===== config.mk =====
export PLATFORM = sky130hd
export DESIGN_NAME = lp_state_ctrl
export DESIGN_NICKNAME = d
export VERILOG_FILES = /design/src/rtl/lpc_pkg.sv /design/src/rtl/lpc_sync.sv /design/src/rtl/lpc_gate_timer.sv /design/src/rtl/lp_state_ctrl.sv
export SDC_FILE = /design/constraint.sdc
export NUM_CORES = 1
export LEC_CHECK = 0
export BUFFER_PORTS_ARGS = -buffer_cell sky130_fd_sc_hd__buf_4
export CAP_MARGIN = 20
export CORE_ASPECT_RATIO = 0.8
export CORE_MARGIN = 2
export CORE_UTILIZATION = 58
export CTS_CLUSTER_SIZE = 16
export DETAILED_ROUTE_END_ITERATION = 16
export PLACE_DENSITY = 0.91
export SYNTH_ARGS = -nofsm -noshare
export SYNTH_HDL_FRONTEND = slang
export SYNTH_HIERARCHICAL = 1
export SYNTH_SLANG_ARGS = --single-unit

===== constraint.sdc =====
create_clock -name clk -period 6.4 [get_ports clk]
set_input_delay 1.92 -clock clk [delete_from_list [all_inputs] [get_ports clk]]
set_output_delay 1.92 -clock clk [all_outputs]
set_load 0.005 [all_outputs]

===== src/rtl/lpc_pkg.sv =====
package lpc_pkg;
  typedef enum logic [2:0] {
    ST_NORM = 3'd0,
    ST_HALT = 3'd1,
    ST_SG   = 3'd2,
    ST_SNP  = 3'd3,
    ST_SLP  = 3'd4,
    ST_DSL  = 3'd5
  } lpc_state_e;

  typedef enum logic [1:0] {
    PH_IDLE = 2'd0,
    PH_REQ  = 2'd1,
    PH_WAIT = 2'd2
  } lpc_phase_e;
endpackage


===== src/rtl/lpc_sync.sv =====
module lpc_sync #(
  parameter int W = 3
) (
  input  logic         clk,
  input  logic         rst_n,
  input  logic [W-1:0] d_i,
  output logic [W-1:0] q_o
);
  for (genvar i = 0; i < W; i++) begin : g_bit
    logic s1_q, s2_q;
    always_ff @(posedge clk or negedge rst_n) begin
      if (!rst_n) begin
        s1_q <= 1'b1;
        s2_q <= 1'b1;
      end else begin
        s1_q <= d_i[i];
        s2_q <= s1_q;
      end
    end
    assign q_o[i] = s2_q;
  end
endmodule


===== src/rtl/lpc_gate_timer.sv =====
module lpc_gate_timer #(
  parameter int DLY = 20
) (
  input  logic clk,
  input  logic rst_n,
  input  logic clr_i,
  input  logic load_i,
  input  logic tick_i,
  output logic expire_o
);
  localparam int CW = $clog2(DLY + 1);
  localparam logic [CW-1:0] LOADV = CW'(DLY);

  logic [CW-1:0] cnt_q;

  always_ff @(posedge clk or negedge rst_n) begin
    if (!rst_n)                    cnt_q <= '0;
    else if (clr_i)                cnt_q <= '0;
    else if (load_i)               cnt_q <= LOADV;
    else if (tick_i && cnt_q != 0) cnt_q <= cnt_q - 1'b1;
  end

  assign expire_o = tick_i && !clr_i && (cnt_q == CW'(1));

  // the countdown never exceeds its load value
  p_cnt_bound_r6: assert property (@(posedge clk) disable iff (!rst_n)
    cnt_q <= LOADV);
endmodule


===== src/rtl/lp_state_ctrl.sv =====
module lp_state_ctrl
  import lpc_pkg::*;
#(
  parameter int BRK_W    = 7,
  parameter int STPG_DLY = 20
) (
  input  logic             clk,
  input  logic             rst_n,
  input  logic             core_reset_i,
  input  logic             stopclk_n_i,
  input  logic             sleep_n_i,
  input  logic             dpsleep_n_i,
  input  logic             halt_exec_i,
  input  logic [BRK_W-1:0] brk_i,
  input  logic             snoop_req_i,
  input  logic             snoop_done_i,
  input  logic             bus_tick_i,
  input  logic             ack_resp_i,
  output logic [2:0]       state_o,
  output logic             ack_req_o,
  output logic             clk_stop_o
);
  localparam int NPIN = 3;

  logic [NPIN-1:0] pin_s;
  logic stp, slp, dps, brk_any, tmr_exp, tmr_load, tmr_clr;
  lpc_state_e state_q, state_d;
  lpc_phase_e ph_q, ph_d;
  logic from_halt_q, from_halt_d, snp_sg_q, snp_sg_d;

  lpc_sync #(.W(NPIN)) u_sync (
    .clk(clk), .rst_n(rst_n),
    .d_i({dpsleep_n_i, sleep_n_i, stopclk_n_i}),
    .q_o(pin_s)
  );

  assign stp     = ~pin_s[0];
  assign slp     = ~pin_s[1];
  assign dps     = ~pin_s[2];
  assign brk_any = |brk_i;

  lpc_gate_timer #(.DLY(STPG_DLY)) u_tmr (
    .clk(clk), .rst_n(rst_n), .clr_i(tmr_clr), .load_i(tmr_load),
    .tick_i(bus_tick_i), .expire_o(tmr_exp)
  );

  always_comb begin
    state_d     = state_q;
    ph_d        = ph_q;
    from_halt_d = from_halt_q;
    snp_sg_d    = snp_sg_q;
    tmr_load    = 1'b0;
    tmr_clr     = 1'b0;
    if (core_reset_i) begin
      state_d = ST_NORM;
      ph_d    = PH_IDLE;
      tmr_clr = 1'b1;
    end else if (bus_tick_i) begin
      unique case (state_q)
        ST_NORM, ST_HALT: begin
          if (state_q == ST_HALT && brk_any) begin
            state_d = ST_NORM;
            ph_d    = PH_IDLE;
            tmr_clr = 1'b1;
          end else if (ph_q == PH_IDLE) begin
            if (stp) begin
              ph_d        = PH_REQ;
              from_halt_d = (state_q == ST_HALT);
            end else if (state_q == ST_NORM && halt_exec_i) begin
              state_d = ST_HALT;
            end else if (state_q == ST_HALT && snoop_req_i) begin
              state_d  = ST_SNP;
              snp_sg_d = 1'b0;
            end
          end else if (!stp) begin
            ph_d    = PH_IDLE;
            tmr_clr = 1'b1;
          end else if (ph_q == PH_REQ) begin
            if (ack_resp_i) begin
              ph_d     = PH_WAIT;
              tmr_load = 1'b1;
            end
          end else if (tmr_exp) begin
            state_d = ST_SG;
            ph_d    = PH_IDLE;
          end
        end
        ST_SG: begin
          if (!stp)             state_d = from_halt_q ? ST_HALT : ST_NORM;
          else if (slp)         state_d = ST_SLP;
          else if (snoop_req_i) begin
            state_d  = ST_SNP;
            snp_sg_d = 1'b1;
          end
        end
        ST_SNP: if (snoop_done_i) state_d = snp_sg_q ? ST_SG : ST_HALT;
        ST_SLP: begin
          if (dps)       state_d = ST_DSL;
          else if (!slp) state_d = ST_SG;
        end
        ST_DSL: if (!dps) state_d = ST_SLP;
        default: state_d = ST_NORM;
      endcase
    end
  end

  always_ff @(posedge clk or negedge rst_n) begin
    if (!rst_n) begin
      state_q     <= ST_NORM;
      ph_q        <= PH_IDLE;
      from_halt_q <= 1'b0;
      snp_sg_q    <= 1'b0;
    end else begin
      state_q     <= state_d;
      ph_q        <= ph_d;
      from_halt_q <= from_halt_d;
      snp_sg_q    <= snp_sg_d;
    end
  end

  assign state_o    = state_q;
  assign ack_req_o  = (ph_q == PH_REQ);
  assign clk_stop_o = (state_q == ST_SG) || (state_q == ST_SLP) || (state_q == ST_DSL);

  // core reset lands in Normal with no request outstanding
  p_reset_normal_r1: assert property (@(posedge clk) disable iff (!rst_n)
    core_reset_i |=> (state_q == ST_NORM) && !ack_req_o);

  // without a tick nothing moves
  p_no_tick_hold_r2: assert property (@(posedge clk) disable iff (!rst_n)
    (!bus_tick_i && !core_reset_i) |=> $stable(state_q) && $stable(ph_q));

  // the acknowledge request exists only in Normal or Auto-Halt
  p_ackreq_scope_r5: assert property (@(posedge clk) disable iff (!rst_n)
    ack_req_o |-> (state_q == ST_NORM || state_q == ST_HALT));

  // entry into Stop-Grant from Normal/Auto-Halt only on countdown expiry
  p_sg_entry_r6: assert property (@(posedge clk) disable iff (!rst_n)
    (ph_q == PH_WAIT && !core_reset_i && bus_tick_i && stp && !tmr_exp)
      |=> state_q != ST_SG);

  // Deep-Sleep is reachable only through Sleep
  p_dsl_path_r11: assert property (@(posedge clk) disable iff (!rst_n)
    (state_q != ST_SLP && state_q != ST_DSL) |=> state_q != ST_DSL);
endmodule


==> impl_metrics.yaml, run 1 <==
outcome:
  outcome: "complete, no violations"
floorplanning:
  start_util_pct: 61.8
  rows: 14
  die_y_um: 44.2
  fp.dieW_um: 54.2
  die_area_mm2: 0.00239
  top_level_ports: 23
  coreArea_mm2: 0.00189
place:
  port_buffers: 22
  post-dp-hpwl_um: 1890
  routabilityCongestion: 0.854
timing:
  fin_crit_ps: 3850
  clock_skew_ps: 10.4
  setup_viol: 0
  tightestPinTransition_ps: 405
  post-route-period-util_pct: 60.2
  hold_violations: 0
  whs_ps: 360
  tns_ps: 0
  grt_setup_unrepaired: "no"
  slew_headroom_pct: 73.0
  clock.fmax_mhz: 260
  drv_slew: 0
routing:
  vias_per_cell: 6.38
  post-route-drc-count: 0
  drtAntennaViolNets: 0
  wl_per_cell_um: 15.8
  drt-total-wl_um: 2620
  first_pass_iters: 4
  drt_iter0_markers: 60
  vias: 1059
power_and_ir_drop:
  p_sw_mw: 0.139
  intPower_mw: 0.248
  powerDensity_mw_per_mm2: 288
  peakVddDrop_v: 0.000207
  combPwrFrac_pct: 41.0
  swShare_pct: 35.9
  clockPowerShare_pct: 17.4
  pwr-share-seq_pct: 41.6
  cellLeakagePower_nw: 0.565
min_path:
  min_path_cells: 0
  hp-class: "reg -> reg"
clocking:
  cts.clk_slew.worst_paths_ps: 90
  clockRootBuffer: "clkbuf_4"
  clk_latency_ps: 290
  cts_htree_levels: 1
  cts_buffer_depth: 2
  cts_buffers: 3
  clock_sinks: 18
  hold_buffers: 0
  cts_tree: "done"
  cts_resized: 0
  cts_setup_buffers: 0
critical_path:
  path_common_cell: "a21oi_2"
  crit_type: "in -> reg"
  worstPathRequired_ps: 6600
  r2r.worst_path.cells: 11
  cp-end-kind: "flop"
  cp_max_fo: 7
  crit_buf_inv: 1
  critPathTopFamily: "compound AO/OA/AOI/OAI gates"
  critPathArrivalTime_ps: 4050
  crit_cells: 12
  cp_cell_sequence: "buf_4 -> nor4_2 -> a21oi_2 -> a21oi_1 -> o21bai_1 -> nor4_1 -> and3_1 -> a21oi_1 -> a21oi_2 -> o21ai_1 -> a21oi_2 -> mux2i_1"
  crit_path_top_delay_cell: "nor4_2"
  critPathMaxStageDelay_ps: 280
  start_kind: "input port"
synth:
  syn_area_mm2: 0.00117
  synth_nets: 144
  yosys-top-cells-area: "dfrtp_1, dfstp_2, a21oi_1, mux2i_1, nand2b_1"
  synth_cell_types: 47
  postSynthCellCount: 124
  syn_area_per_cell_um2: 9.43
  yosys.area.top_type: "dfrtp_1"
  ys_seq_area_share_pct: 39.1
  yosys_register_bits: 18
  synth.top_cell.area_share_pct: 25.7
  synth_warnings: 6
final_layout:
  final_core_util_pct: 70.9
  syn_to_final_growth_pct: 14.7
  final_net_count: 163
  nFillCells: 153
  diodes: 0
  drive_gt1_share_pct: 31.7
global_routing:
  grt_pass1_wl_um: 4150
  met1_usage_pct: 32.8
  grt_use_total_pct: 24.2
  antenna_found_initial: 0
  grt.busiest_layer: "met2"
  grt_pass1_vias: 944
  grt_max_degree: 19
  met2_usage_pct: 39.8
  met3_usage_pct: 4.05
  grt-ovfl-total: 0
run:
  drv_cap: 0
[power by group through the flow]
stage	Clock (mW)	Sequential (mW)	Combinational, mW
4_1_cts	0.0706	0.160	0.158
6_report	0.0674	0.161	0.159
3_5_place_dp	0	0.162	0.156
2_1_floorplan	0	0.150	0.126
5_1_grt	0.0755	0.164	0.175
3_3_place_gp	0	0.161	0.146
[synth_stat cells (all sizes together)]
master	n
buf	8
dfstp	6
nand4	1
nand3b	1
inv	6
a21boi	1
or3	2
nor3b	3
ha	2
or2	1
a2bb2oi	1
nor3	6
a22oi	1
nand3	3
o22ai	1
dfrtp	12
a21o	1
nand2	7
a21oi	14
nand2b	7
nor4	5
nor2b	1
mux2i	5
mux2	2
o31ai	2
o21a	1
nor2	7
o32a	1
o21bai	1
o21ai	7
and3	1
o221ai	1
nor4b	2
and2b	1
or4b	1
a32o	1
or4	1
[through the flow]
| step | worst slack (ps) | instance area (um^2) | instances | power, mW |
|---|---|---|---|---|
| after global routing | 2430 | 1340 | 166 | 0.414 |
| after CTS | 2610 | 1340 | 166 | 0.389 |
| after floorplan | 2700 | 1170 | 124 | 0.275 |
| after global placement | 2450 | 1310 | 162 | 0.307 |
| final | 2550 | 1340 | 166 | 0.387 |
| after detailed placement | 2340 | 1310 | 162 | 0.318 |
[cells in the final DEF, fill, tap and decap left out, types with 2 or more instances in the layout]
cell type | synthesis | layout
inv_1 | 6 | 6
dfrtp_1 | 12 | 12
nor4_2 | 2 | 2
a21oi_1 | 11 | 11
dfstp_2 | 6 | 6
buf_4 | 3 | 22
nor4_1 | 3 | 3
nand3_1 | 3 | 3
mux2i_1 | 5 | 5
nor2_1 | 6 | 6
nand2b_1 | 7 | 7
ha_1 | 2 | 2
a21oi_2 | 3 | 3
clkbuf_4 | 0 | 3
o31ai_1 | 2 | 2
nand2_1 | 7 | 7
nor3b_1 | 2 | 2
nor3_1 | 6 | 6
o21ai_0 | 6 | 6
[flip-flops by register name, indices dropped and copies added (netlist names)]
name,count
u_sync/g_bit.s1_q,3
u_sync/g_bit.s2_q,3
ph_q,2
from_halt_q,1
u_tmr/cnt_q,5
state_o,3
snp_sg_q,1
[cells by family (layout without fill, tap and decap cells)]
group                    count (synthesis)  in the layout  share of synthesized area, %
AO/OA/AOI/OAI                           33             33                          18.5
AND/OR/NAND/NOR                         50             50                          27.0
buffers and inverters                   14             32                          7.06
adder cells (fa/ha/maj)                  2              2                          2.14
flip-flops                              18             18                          39.1
multiplexers                             7              7                          6.20
[per-layer routing]
layer,wire (um),up-vias
li1,-,489
met1,1090,503
met2,1280,65
met3,236,2
met4,10,0
met5,0,-
[worst reg2reg max path: cells and delay by family, from the launching register on]
family | cells | cell delay (ps)
AOI/OAI and AO/OA | 7 | 1180
buffers and inverters | 1 | 180
DFF | 1 | 600
muxes | 1 | 150
and+or+nand+nor | 2 | 310
[worst paths after layout]
| path | startpoint | to | slack, ps |
|---|---|---|---|
| max | brk_i[2] | state_o[1] | 2550 |
| min | u_sync/g_bit[2].s1_q | u_sync/g_bit[2].s2_q | 360 |
| max reg2reg | state_o[0] | state_o[1] | 3830 |
| min reg2reg | u_sync/g_bit[2].s1_q | u_sync/g_bit[2].s2_q | 360 |
| max in group asynchronous | rst_n | u_sync/g_bit[2].s1_q | 4650 |
| min in group asynchronous | rst_n | u_tmr/cnt_q[3] | 1470 |
[cell type report]
type	count	area, um^2	area share (%)
Timing Repair Buffer	22	165	12.3
Sequential cell	18	458	34.1
Multi-Input combinational cell	92	629	46.9
Clock buffer	4	36.3	2.71
Inverter	6	22.5	1.68
Tap cell	24	30.0	2.24
No activity file was read; power rests on OpenSTA's default activity.
==> run 2, diff against run 1 <==
- CORE_UTILIZATION: 58 -> 54
- PLACE_DENSITY: 0.91 -> 0.86
- clock period: 6.4 -> 3.7 ns (I/O delays scaled with it)
==> run 2 against run 1 <==
Against the previous run:
- hold slack improved by 1.7 ps
- cell count up 0.60%
- sequential cell count is the same
- wire length fell by 4.3%
- sequential power rose by 74%
- count of clock-buffer cells in the layout did not move
- register-to-register slack got worse by 2600 ps
- critical path depth is the same
- total power up 73%
- largest power group unchanged
==> impl_metrics.yaml, run 2 (synthesized netlist as in run 1, its figures left out) <==
timing:
  whs_ps: 362
  slew_headroom_pct: 70.1
  hold_violations: 0
  fin_crit_ps: 2930
  tns_ps: 0
  grt_setup_unrepaired: "no"
  clock.fmax_mhz: 341
  clock_skew_ps: 6.65
  setup_viol: 0
  drv_slew: 0
  post-route-period-util_pct: 79.2
  tightestPinTransition_ps: 449
final_layout:
  syn_to_final_growth_pct: 14.8
  final_cells: 167
  top_register: "u_tmr/cnt_q"
  final_area_mm2: 0.00134
  final_core_util_pct: 63.9
  final_common_cell: "buf_4"
  final_net_count: 163
  diodes: 0
  nFillCells: 181
  drive_gt1_share_pct: 31.7
  largest_reg_flops: 5
  layout_common_cells: "buf_4, dfrtp_1, a21oi_1, nand2b_1, nand2_1"
floorplanning:
  top_level_ports: 23
  fp.dieW_um: 56.0
  die_area_mm2: 0.00256
  die_y_um: 45.6
  coreArea_mm2: 0.00210
  rows: 15
  start_util_pct: 55.7
global_routing:
  grt-ovfl-total: 0
  grt_pass1_vias: 945
  antenna_found_initial: 0
  grt_pass1_wl_um: 4040
  grt_max_degree: 19
  grt_use_total_pct: 21.4
critical_path:
  crit_path_top_delay_cell: "nor4_2"
  worstPathRequired_ps: 3920
  path_common_cell: "a21oi_2"
  critPathMaxStageDelay_ps: 290
  start_kind: "input port"
  cp_cell_sequence: "buf_4 -> nor4_2 -> a21oi_2 -> a21oi_1 -> o21bai_1 -> nor4_1 -> and3_1 -> a21oi_1 -> a21oi_2 -> o21ai_1 -> a21oi_2 -> mux2i_1"
  crit_type: "in -> reg"
  cp_max_fo: 7
  critPathArrivalTime_ps: 3150
  cp-end-kind: "flop"
min_path:
  hp-class: "reg -> reg"
routing:
  drt-total-wl_um: 2510
  first_pass_iters: 4
  drt_iter0_markers: 36
  vias_per_cell: 6.14
  post-route-drc-count: 0
  wl_per_cell_um: 15.0
  drtAntennaViolNets: 0
  vias: 1026
clocking:
  clockRootBuffer: "clkbuf_4"
  cts.clk_slew.worst_paths_ps: 90
  cts_tree: "done"
  hold_buffers: 0
  cts_setup_buffers: 0
  cts_resized: 0
  clk_latency_ps: 300
  cts_htree_levels: 1
  cts_buffer_depth: 2
  clock_sinks: 18
  cts_buffers: 3
outcome:
  outcome: "complete, no violations"
run:
  drv_cap: 0
place:
  port_buffers: 22
  post-dp-hpwl_um: 1880
  dp.cells: 163
  routabilityCongestion: 0.841
  dpl_cell_area_mm2: 0.00131
power_and_ir_drop:
  peakVddDrop_v: 0.000391
  powerDensity_mw_per_mm2: 499
  cellLeakagePower_nw: 0.565
run 2: cell counts in the layout (fill, tap and decap cells not counted):
Identical to the previous run, type by type.
run 2: where the power goes:
part | internal [mW] | switching [mW] | total, mW
sequential | 0.232 | 0.0480 | 0.280
clock | 0.0601 | 0.0611 | 0.121
combinational | 0.137 | 0.132 | 0.269
total | 0.429 | 0.241 | 0.670
run 2: worst paths after layout:
path,slack (ps),start,to,cells past startpoint
min,360,u_sync/g_bit[2].s1_q,u_sync/g_bit[2].s2_q,0
max reg2reg,1200,state_o[0],state_o[0],11
max,770,brk_i[2],state_o[0],12
min in group asynchronous,660,rst_n,state_o[1],1
min reg2reg,360,u_sync/g_bit[2].s1_q,u_sync/g_bit[2].s2_q,0
max in group asynchronous,2790,rst_n,u_sync/g_bit[1].s1_q,1
run 2: worst max-delay path: cells and delay by family:
family / cells / cell delay (ps)
AOI/OAI and AO/OA: 7 / 950
and+or+nand+nor: 3 / 740
muxes: 1 / 230
buffers and inverters: 1 / 110
run 2: per-layer routing:
metal / up-vias / global-route usage [%] / wire (um)
met5: - / 0 / 0
met3: 6 / 4.26 / 205
li1: 491 / - / -
met4: 0 / 13.8 / 66
met2: 49 / 35.8 / 1160
met1: 480 / 26.1 / 1080
run 2: through the flow:
step	total power [mW]	worst slack, ps
2_1_floorplan	0.476	809
3_3_place_gp	0.532	562
3_5_place_dp	0.547	458
4_1_cts	0.670	751
5_1_grt	0.721	562
6_report	0.670	770
run 2: cell type report:
cell class | count | area (um^2) | share of cell area, %
timing repair buffer | 22 | 165 | 12.3
multi-input combinational | 92 | 629 | 46.9
sequential | 18 | 458 | 34.1
clock buffer | 4 | 36.3 | 2.70
inverter | 6 | 22.5 | 1.68
tap | 25 | 31.3 | 2.33
